--- src/rtl/hrf_pkg.sv ---
// Shared widths, algorithm codes and small helpers for the hash register front-end.
// Assumes 32-bit words and a 64-bit bit-length.
package hrf_pkg;
    localparam int WORD_W  = 32;
    localparam int LEN_W   = 64;
    localparam int WCNT_W  = LEN_W - 5;
    localparam int MAX_DIG = 8;

    typedef enum logic [1:0] {
        ALG_MD5    = 2'd0,
        ALG_SHA1   = 2'd1,
        ALG_SHA224 = 2'd2,
        ALG_SHA256 = 2'd3
    } alg_e;

    typedef logic [MAX_DIG-1:0][WORD_W-1:0] digest_t;

    // Number of digest words produced for an algorithm
    function automatic logic [3:0] dig_words(alg_e a);
        case (a)
            ALG_MD5:    return 4'd4;
            ALG_SHA1:   return 4'd5;
            ALG_SHA224: return 4'd7;
            default:    return 4'd8;
        endcase
    endfunction

    // Full byte reversal of a word
    function automatic logic [WORD_W-1:0] byte_rev(logic [WORD_W-1:0] w);
        return {w[7:0], w[15:8], w[23:16], w[31:24]};
    endfunction
endpackage

--- src/rtl/hrf_lane_swap.sv ---
// Byte-lane permutation of one data-port word, selected by a 2-bit mode.
// Purely combinational; assumes 32-bit words.
module hrf_lane_swap (
    input  logic [1:0]  mode,
    input  logic [31:0] din,
    output logic [31:0] dout
);
    // Pick the lane order for the selected mode
    always_comb begin
        case (mode)
            2'd0:    dout = din;
            2'd1:    dout = {din[7:0],   din[15:8],  din[23:16], din[31:24]};
            2'd2:    dout = {din[23:16], din[31:24], din[15:8],  din[7:0]};
            default: dout = {din[15:8],  din[7:0],   din[31:24], din[23:16]};
        endcase
    end
endmodule

--- src/rtl/hrf_stub_core.sv ---
// Stand-in for the compression cores: folds accepted words into an accumulator,
// and pulses done DELAY edges after the last expected word has been taken.
// Assumes DELAY >= 2 and that the target word count is stable during a job.
module hrf_stub_core
    import hrf_pkg::*;
#(
    parameter int DELAY = 6
) (
    input  logic              clk,
    input  logic              rst_n,
    input  logic              start,
    input  alg_e              algo,
    input  logic [WCNT_W-1:0] target,
    input  logic              word_vld,
    input  logic [WORD_W-1:0] word,
    output logic              collecting,
    output logic              done,
    output digest_t           digest,
    output logic [3:0]        n_words
);
    localparam int CNT_W = $clog2(DELAY) + 1;

    typedef enum logic [1:0] {ST_IDLE, ST_RUN, ST_WAIT} st_e;

    st_e               st_q;
    logic [WCNT_W-1:0] words_q;
    logic [WORD_W-1:0] acc_q;
    alg_e              algo_q;
    logic [CNT_W-1:0]  cnt_q;
    logic              reach;

    assign reach      = (st_q == ST_RUN) && (words_q >= target);
    assign collecting = (st_q == ST_RUN) && !reach;
    assign done       = (st_q == ST_WAIT) && (cnt_q == '0);
    assign n_words    = dig_words(algo_q);

    // Job sequencing, word folding and completion countdown
    always_ff @(posedge clk) begin
        if (!rst_n) begin
            st_q    <= ST_IDLE;
            words_q <= '0;
            acc_q   <= '0;
            algo_q  <= ALG_MD5;
            cnt_q   <= '0;
        end else if (start) begin
            st_q    <= ST_RUN;
            words_q <= '0;
            acc_q   <= '0;
            algo_q  <= algo;
        end else begin
            case (st_q)
                ST_RUN: begin
                    if (word_vld) begin
                        words_q <= words_q + 1'b1;
                        acc_q   <= {acc_q[WORD_W-2:0], acc_q[WORD_W-1]} ^ word;
                    end
                    if (reach) begin
                        st_q  <= ST_WAIT;
                        cnt_q <= CNT_W'(DELAY - 2);
                    end
                end
                ST_WAIT: begin
                    if (cnt_q == '0) st_q <= ST_IDLE;
                    else             cnt_q <= cnt_q - 1'b1;
                end
                default: ;
            endcase
        end
    end

    // Digest words derived from the accumulator
    for (genvar k = 0; k < MAX_DIG; k++) begin : g_dig
        assign digest[k] = acc_q ^ (32'h0101_0101 * 32'(k + 1));
    end

    // completion is a single-cycle event
    assert_done_pulse_R6: assert property (@(posedge clk) disable iff (!rst_n)
        done |=> !done);
endmodule

--- src/rtl/hrf_result_fifo.sv ---
// Result queue: loaded in parallel with a finished digest (last word first,
// byte-reversed) and popped one word per read. Empty pops change nothing.
// Assumes DEPTH >= MAX_DIG.
module hrf_result_fifo
    import hrf_pkg::*;
#(
    parameter int DEPTH = 8
) (
    input  logic              clk,
    input  logic              rst_n,
    input  logic              load,
    input  logic [3:0]        n_words,
    input  digest_t           digest,
    input  logic              pop,
    output logic [WORD_W-1:0] head,
    output logic              empty
);
    localparam int PTR_W = $clog2(DEPTH);
    localparam int CNT_W = $clog2(DEPTH + 1);

    logic [WORD_W-1:0] mem_q    [DEPTH];
    logic [WORD_W-1:0] load_img [DEPTH];
    logic [PTR_W-1:0]  rd_q;
    logic [CNT_W-1:0]  cnt_q;

    // Build the queue image: slot i holds digest word n-1-i, byte-reversed
    always_comb begin
        for (int i = 0; i < DEPTH; i++) begin
            load_img[i] = '0;
            if (i < int'(n_words)) load_img[i] = byte_rev(digest[int'(n_words) - 1 - i]);
        end
    end

    // Load replaces contents; pop advances only when data is present
    always_ff @(posedge clk) begin
        if (!rst_n) begin
            for (int i = 0; i < DEPTH; i++) mem_q[i] <= '0;
            rd_q  <= '0;
            cnt_q <= '0;
        end else if (load) begin
            mem_q <= load_img;
            rd_q  <= '0;
            cnt_q <= CNT_W'(n_words);
        end else if (pop && cnt_q != '0) begin
            rd_q  <= rd_q + 1'b1;
            cnt_q <= cnt_q - 1'b1;
        end
    end

    assign empty = (cnt_q == '0);
    assign head  = empty ? '0 : mem_q[rd_q];

    // a pop on an empty queue leaves it empty
    assert_empty_pop_R8: assert property (@(posedge clk) disable iff (!rst_n)
        (pop && empty && !load) |=> empty);
    // a load holds exactly the algorithm's word count
    assert_load_count_R7: assert property (@(posedge clk) disable iff (!rst_n)
        load |=> (cnt_q == CNT_W'($past(n_words))));
endmodule

--- src/rtl/hash_regfront.sv ---
// Register front-end of the message-digest engine: length/control/interrupt
// registers, soft reset, data-port admission with a two-cycle start guard,
// lane reordering, stub core and result queue. Reads are combinational.
// Assumes one register access per cycle and QDEPTH >= 8.
module hash_regfront
    import hrf_pkg::*;
#(
    parameter int          DELAY    = 6,
    parameter int          QDEPTH   = 8,
    parameter int          ADDR_W   = 8,
    parameter logic [31:0] REVISION = 32'h0001_0200
) (
    input  logic              clk,
    input  logic              rst_n,
    input  logic              reg_wr,
    input  logic              reg_rd,
    input  logic [ADDR_W-1:0] reg_addr,
    input  logic [31:0]       reg_wdata,
    output logic [31:0]       reg_rdata,
    input  logic              data_wr,
    input  logic [31:0]       data_wdata,
    output logic              irq
);
    localparam logic [ADDR_W-1:0] A_RST = ADDR_W'(8'h00);
    localparam logic [ADDR_W-1:0] A_LHI = ADDR_W'(8'h04);
    localparam logic [ADDR_W-1:0] A_LLO = ADDR_W'(8'h08);
    localparam logic [ADDR_W-1:0] A_CTL = ADDR_W'(8'h0C);
    localparam logic [ADDR_W-1:0] A_STS = ADDR_W'(8'h10);
    localparam logic [ADDR_W-1:0] A_ENA = ADDR_W'(8'h14);
    localparam logic [ADDR_W-1:0] A_CLR = ADDR_W'(8'h18);
    localparam logic [ADDR_W-1:0] A_QUE = ADDR_W'(8'h1C);
    localparam logic [ADDR_W-1:0] A_REV = ADDR_W'(8'h50);

    logic              soft_q, core_rst_n;
    logic [31:0]       len_hi_q, len_lo_q;
    alg_e              alg_q;
    logic [1:0]        ord_q;
    logic [3:0]        en_q, st_q, st_set, st_clr;
    logic              guard_q;
    logic              ctl_wr, accept, bad_data, pop;
    logic [WCNT_W-1:0] target;
    logic [31:0]       swapped, q_head;
    logic              collecting, done, q_empty;
    logic [3:0]        n_words;
    digest_t           digest;

    assign core_rst_n = rst_n && !soft_q;
    assign ctl_wr     = reg_wr && (reg_addr == A_CTL) && core_rst_n;
    assign target     = {len_hi_q, len_lo_q[31:5]} + WCNT_W'(|len_lo_q[4:0]);
    assign accept     = data_wr && core_rst_n && collecting && !guard_q;
    assign bad_data   = data_wr && core_rst_n && !accept;
    assign pop        = reg_rd && (reg_addr == A_QUE) && core_rst_n;
    assign st_set     = {bad_data, pop && q_empty, done, done};
    assign st_clr     = (reg_wr && reg_addr == A_CLR) ? reg_wdata[3:0] : 4'd0;
    assign irq        = |(st_q & en_q);

    // Soft reset bit, cleared only by the hard reset
    always_ff @(posedge clk) begin
        if (!rst_n)                          soft_q <= 1'b0;
        else if (reg_wr && reg_addr == A_RST) soft_q <= reg_wdata[0];
    end

    // Configuration, guard and sticky status registers
    always_ff @(posedge clk) begin
        if (!core_rst_n) begin
            len_hi_q <= '0;
            len_lo_q <= '0;
            alg_q    <= ALG_MD5;
            ord_q    <= '0;
            en_q     <= '0;
            st_q     <= '0;
            guard_q  <= 1'b0;
        end else begin
            if (reg_wr && reg_addr == A_LHI) len_hi_q <= reg_wdata;
            if (reg_wr && reg_addr == A_LLO) len_lo_q <= reg_wdata;
            if (reg_wr && reg_addr == A_ENA) en_q     <= reg_wdata[3:0];
            if (ctl_wr) begin
                alg_q <= alg_e'(reg_wdata[1:0]);
                ord_q <= reg_wdata[9:8];
            end
            guard_q <= ctl_wr;
            st_q    <= (st_q & ~st_clr) | st_set;
        end
    end

    // Register read multiplexer
    always_comb begin
        reg_rdata = '0;
        if (reg_rd) begin
            case (reg_addr)
                A_RST:   reg_rdata = {31'd0, soft_q};
                A_LHI:   reg_rdata = len_hi_q;
                A_LLO:   reg_rdata = len_lo_q;
                A_CTL:   reg_rdata = {22'd0, ord_q, 6'd0, alg_q};
                A_STS:   reg_rdata = {23'd0, irq, 4'd0, st_q};
                A_ENA:   reg_rdata = {28'd0, en_q};
                A_QUE:   reg_rdata = q_head;
                A_REV:   reg_rdata = REVISION;
                default: reg_rdata = '0;
            endcase
        end
    end

    hrf_lane_swap u_swap (
        .mode (ord_q),
        .din  (data_wdata),
        .dout (swapped)
    );

    hrf_stub_core #(.DELAY(DELAY)) u_core (
        .clk        (clk),
        .rst_n      (core_rst_n),
        .start      (ctl_wr),
        .algo       (alg_e'(reg_wdata[1:0])),
        .target     (target),
        .word_vld   (accept),
        .word       (swapped),
        .collecting (collecting),
        .done       (done),
        .digest     (digest),
        .n_words    (n_words)
    );

    hrf_result_fifo #(.DEPTH(QDEPTH)) u_fifo (
        .clk     (clk),
        .rst_n   (core_rst_n),
        .load    (done),
        .n_words (n_words),
        .digest  (digest),
        .pop     (pop),
        .head    (q_head),
        .empty   (q_empty)
    );

    // no word is taken in the cycle right after a control write
    assert_start_guard_R4: assert property (@(posedge clk) disable iff (!rst_n)
        accept |-> !$past(ctl_wr));
    // a refused word always leaves the write-error flag set
    assert_refused_flag_R5: assert property (@(posedge clk) disable iff (!rst_n)
        (data_wr && core_rst_n && !collecting) |=> st_q[3]);
    // without a clear write, no status bit drops
    assert_sticky_R9: assert property (@(posedge clk) disable iff (!rst_n)
        (core_rst_n && !(reg_wr && reg_addr == A_CLR)) |=>
        ((st_q & $past(st_q)) == $past(st_q)));
endmodule

--- config.mk ---
export PLATFORM = sky130hd
export DESIGN_NAME = hash_regfront
export DESIGN_NICKNAME = d
export VERILOG_FILES = /design/src/rtl/hrf_pkg.sv /design/src/rtl/hrf_lane_swap.sv /design/src/rtl/hrf_stub_core.sv /design/src/rtl/hrf_result_fifo.sv /design/src/rtl/hash_regfront.sv
export SDC_FILE = /design/constraint.sdc
export NUM_CORES = 1
export LEC_CHECK = 0
export ABC_CLOCK_PERIOD_IN_PS = 9350
export BUFFER_PORTS_ARGS = -buffer_cell sky130_fd_sc_hd__clkbuf_2
export CAP_MARGIN = 20
export CORE_MARGIN = 2
export CORE_UTILIZATION = 55
export DETAILED_ROUTE_END_ITERATION = 16
export PLACE_DENSITY_LB_ADDON = 0.3
export RECOVER_POWER = 25
export SYNTH_ARGS = -nofsm -noshare
export SYNTH_HDL_FRONTEND = slang
export SYNTH_SLANG_ARGS = --single-unit
--- constraint.sdc ---
create_clock -name clk -period 9.35 [get_ports clk]
set_input_delay 0.935 -clock clk [delete_from_list [all_inputs] [get_ports clk]]
set_output_delay 0.935 -clock clk [all_outputs]
set_load 0.005 [all_outputs]
==> summary.txt <==
Flow run
  – Max cap viols: 4

Detailed routing
  – Drt total wl: between 60000 and 70000 um
  – Vias per cell: ~6.4
  – 1st-iter DRT viols: 1919
  – Drt pass-1 iters: 6
  – WL/cell: between 20 and 25 um
  – Routed Antenna Nets: 0
  – Residual DRC count: 0
  – Vias: 19327

Final layout
  – Area grow syn2layout: 9.93%
  – # fillers: between 3000 and 4000
  – Commonest non-fill, non-tap cell in the layout: dfxtp_1
  – Share of layout cells above drive strength 1: between 10% and 20%
  – Reg area: roughly 0.0081 mm2
  – Footprint of the multi-input gates: around 0.012 mm2
  – ANT cells: 0
  – Final net count: 2641
  – Final Util: between 60% and 70%
  – Most frequent cells in the layout: 397 x dfxtp_1, 363 x nand2_1, 244 x a21oi_1, 237 x nor2_1, 107 x clkbuf_2

Placed design
  – Gpl congestion: around 0.97
  – Final HPWL DP: 45200 um
  – Pre-CTS WS: approximately 3.9 ns
  – Port bufs: 109

Outcome
  – Failing checks: max-capacitance violations, max-slew violations
  – Status: finished with violations

Pwr
  – Pwr dens: about 160 mW/mm2
  – Comb pwr share: 8.2%
  – Leakage power: roughly 8.0 nW
  – Sequential power share: a little under half
  – Internal Power: about 0.0029 W
  – Clock share of power: 44.8%
  – Peak VDD IR: 0.000111 V
  – Switching part of the total: between 20% and 30%
  – Pwr Total: 0.00381 W
  – P_sw: 0.000950 W

Worst hold path
  – Worst hold-check path type: flip-flop to flip-flop
  – Hold depth: 2

Timing
  – Final setup margin: roughly 3.3 ns
  – Slew Limit Fails: roughly 180
  – Period utilisation layout: between 60% and 70%
  – Final Hold Viols: 0
  – Slew HR: -75.5%
  – Final min period: slightly above 6 ns
  – Finish-stage setup viols: 0
  – Skew final: around 0.010 ns
  – F_max: 165 MHz
  – TNS Setup: 0 ns
  – RSZ-0062 raised after global routing: false
  – Tightest Pin Transition: 2.63 ns

Logic synthesis
  – Synth Register Bits: around 400
  – Post-synth cell types: 56
  – Async set or reset register ratio after synthesis: 0%
  – Primary FF master, synth: dfxtp_1
  – Synth area leader: dfxtp_1
  – Top post-synthesis cells by area: dfxtp_1 38%, nand2_1 6.4%, mux4_2 6.3%
  – Post-synthesis instance total: 2493
  – Yosys top cell area share: approximately 38%
  – Post-synthesis sequential area ratio: 37.8%
  – Synth Cell Area: between 0.02 and 0.025 mm2
  – Synth Warn #: 0
  – Syn nets: between 2000 and 3000
  – EDFF count, synth: 0
  – Mapped Avg Cell Area: around 8.5 um2

Floorplanning
  – Die height: ~200 um
  – I/O Pins: 110
  – Die Wd: between 200 and 250 um
  – Initial Util: between 50 and 60%
  – Core area: slightly below 0.04 mm2
  – Die ar.: approximately 0.040 mm2
  – Row count: 72

Clock tree
  – Post-CTS Resized: 0
  – Clk_lat worst skew: 0.58 ns
  – Clock sink count: about 400
  – Total CTS buffers: 43
  – CTS tree: done
  – CTS Hold Bufs: 0
  – CTS max path bufs: 3
  – CTS HTree Levels: 2
  – Root Buffer: clkbuf_16
  – Clk slew on worst S/H paths: ~0.06 ns
  – Setup Buffers After CTS: 0

Critical path
  – Critical path class: flip-flop to flip-flop
  – R2R Setup Slk: between 3 and 4 ns
  – CP Max Fanout: 63
  – WP data arrival: 6.52 ns
  – Worst Setup Start Kind: flip-flop
  – Critical Path End Type: flip-flop
  – Data required time at the worst endpoint: between 9 and 10 ns
  – Reg2Reg Depth: 5

Global routing
  – Gr usage total: around 31%
  – Pin count of the biggest net entering global routing: approximately 100
  – Vias in the first global route: between 15000 and 20000
  – Total grt overflow: 0
  – First-pass GRT wire length: between 100000 and 150000 um
  – Initial antenna violation count: 0
power by group through the flow:
stage	Clock, W	Sequential, W	Combinational (W)
final	0.00171	0.00179	0.000311
after CTS	0.00172	0.00179	0.000305
after global routing	0.00179	0.00179	0.000340
after floorplan	0	0.00182	0.000215
after detailed placement	0	0.00183	0.000303
after global placement	0	0.00183	0.000294
state kept, by name, indices dropped and copies added (netlist names):
signal          count
len_hi_q           32
guard_q             1
ord_q               2
soft_q              1
u_fifo.mem_q      220
u_fifo.rd_q         3
u_core.cnt_q        4
u_core.words_q     59
u_core.algo_q       2
en_q                4
u_fifo.cnt_q        4
u_core.acc_q       32
st_q                4
u_core.st_q         2
len_lo_q           32
kinds of logic after synthesis:
logic type	after synthesis	synth area share, %
XOR/XNOR	141	5.79
flip-flops	402	37.8
buffers and inverters	238	4.28
multiplexers	134	9.85
adder cells (fa/ha/maj)	87	5.11
AO/OA/AOI/OAI	598	18.2
AND/OR/NAND/NOR	893	19.0
Yosys cell counts, types with 4 or more instances:
| master | count |
|---|---|
| a211oi_1 | 65 |
| a21oi_1 | 244 |
| a221oi_1 | 26 |
| a22o_1 | 96 |
| a22oi_1 | 14 |
| a31oi_1 | 4 |
| and2_1 | 7 |
| and3_1 | 28 |
| and4_1 | 7 |
| buf_1 | 14 |
| buf_2 | 12 |
| clkbuf_1 | 177 |
| dfxtp_1 | 402 |
| ha_1 | 87 |
| inv_1 | 32 |
| mux2_2 | 5 |
| mux2i_1 | 69 |
| mux4_2 | 60 |
| nand2_1 | 363 |
| nand2b_1 | 5 |
| nand3_1 | 59 |
| nand3b_1 | 4 |
| nand4_1 | 47 |
| nand4b_1 | 5 |
| nor2_1 | 239 |
| nor2b_1 | 5 |
| nor3_1 | 46 |
| nor4_1 | 16 |
| o211ai_1 | 7 |
| o21a_1 | 10 |
| o21ai_0 | 71 |
| o31ai_1 | 35 |
| o41ai_1 | 6 |
| or2_2 | 8 |
| or3_1 | 13 |
| or4_1 | 35 |
| xnor2_1 | 80 |
| xor2_1 | 61 |
critical path, stage by stage, from the launching register on:
cell and delay [ns]:
dfxtp_1 0.39, nand2b_1 1.92, clkbuf_1 1.90, nor3_1 0.60, clkbuf_1 0.69, a22o_1 0.38
layout make-up:
type | instances | share of cell area (%)
multi-input combinational | 1853 | 53.0
sequential | 402 | 34.4
clock buffer | 66 | 5.39
timing repair buffer | 143 | 3.35
tap | 518 | 2.77
clock inverter | 12 | 0.571
inverter | 34 | 0.545
worst paths after layout:
| check | from | endpoint |
|---|---|---|
| min reg2reg | u_fifo.mem_q[0] | u_fifo.mem_q[0] |
| max reg2reg | soft_q | u_fifo.mem_q[124] |
| max | soft_q | u_fifo.mem_q[124] |
| min | u_fifo.mem_q[0] | u_fifo.mem_q[0] |
through the flow:
| stage | hold slack (ns) | instance area [um2] | instances |
|---|---|---|---|
| floorplan | 0.415 | 21300 | 2493 |
| detailed placement | 0.435 | 22000 | 2948 |
| global route | 0.467 | 23400 | 3028 |
| global placement | 0.427 | 22000 | 2948 |
| CTS | 0.450 | 23400 | 3026 |
| finish | 0.451 | 23400 | 3028 |
routing by layer:
| layer | track usage (%) | part of all wire [%] |
|---|---|---|
| met5 | 0 | 0 |
| met4 | 12.7 | 3.9 |
| met3 | 5.02 | 8.9 |
| met2 | 50.1 | 45 |
| met1 | 42.2 | 42 |
Power figures use the tool's default switching activity.
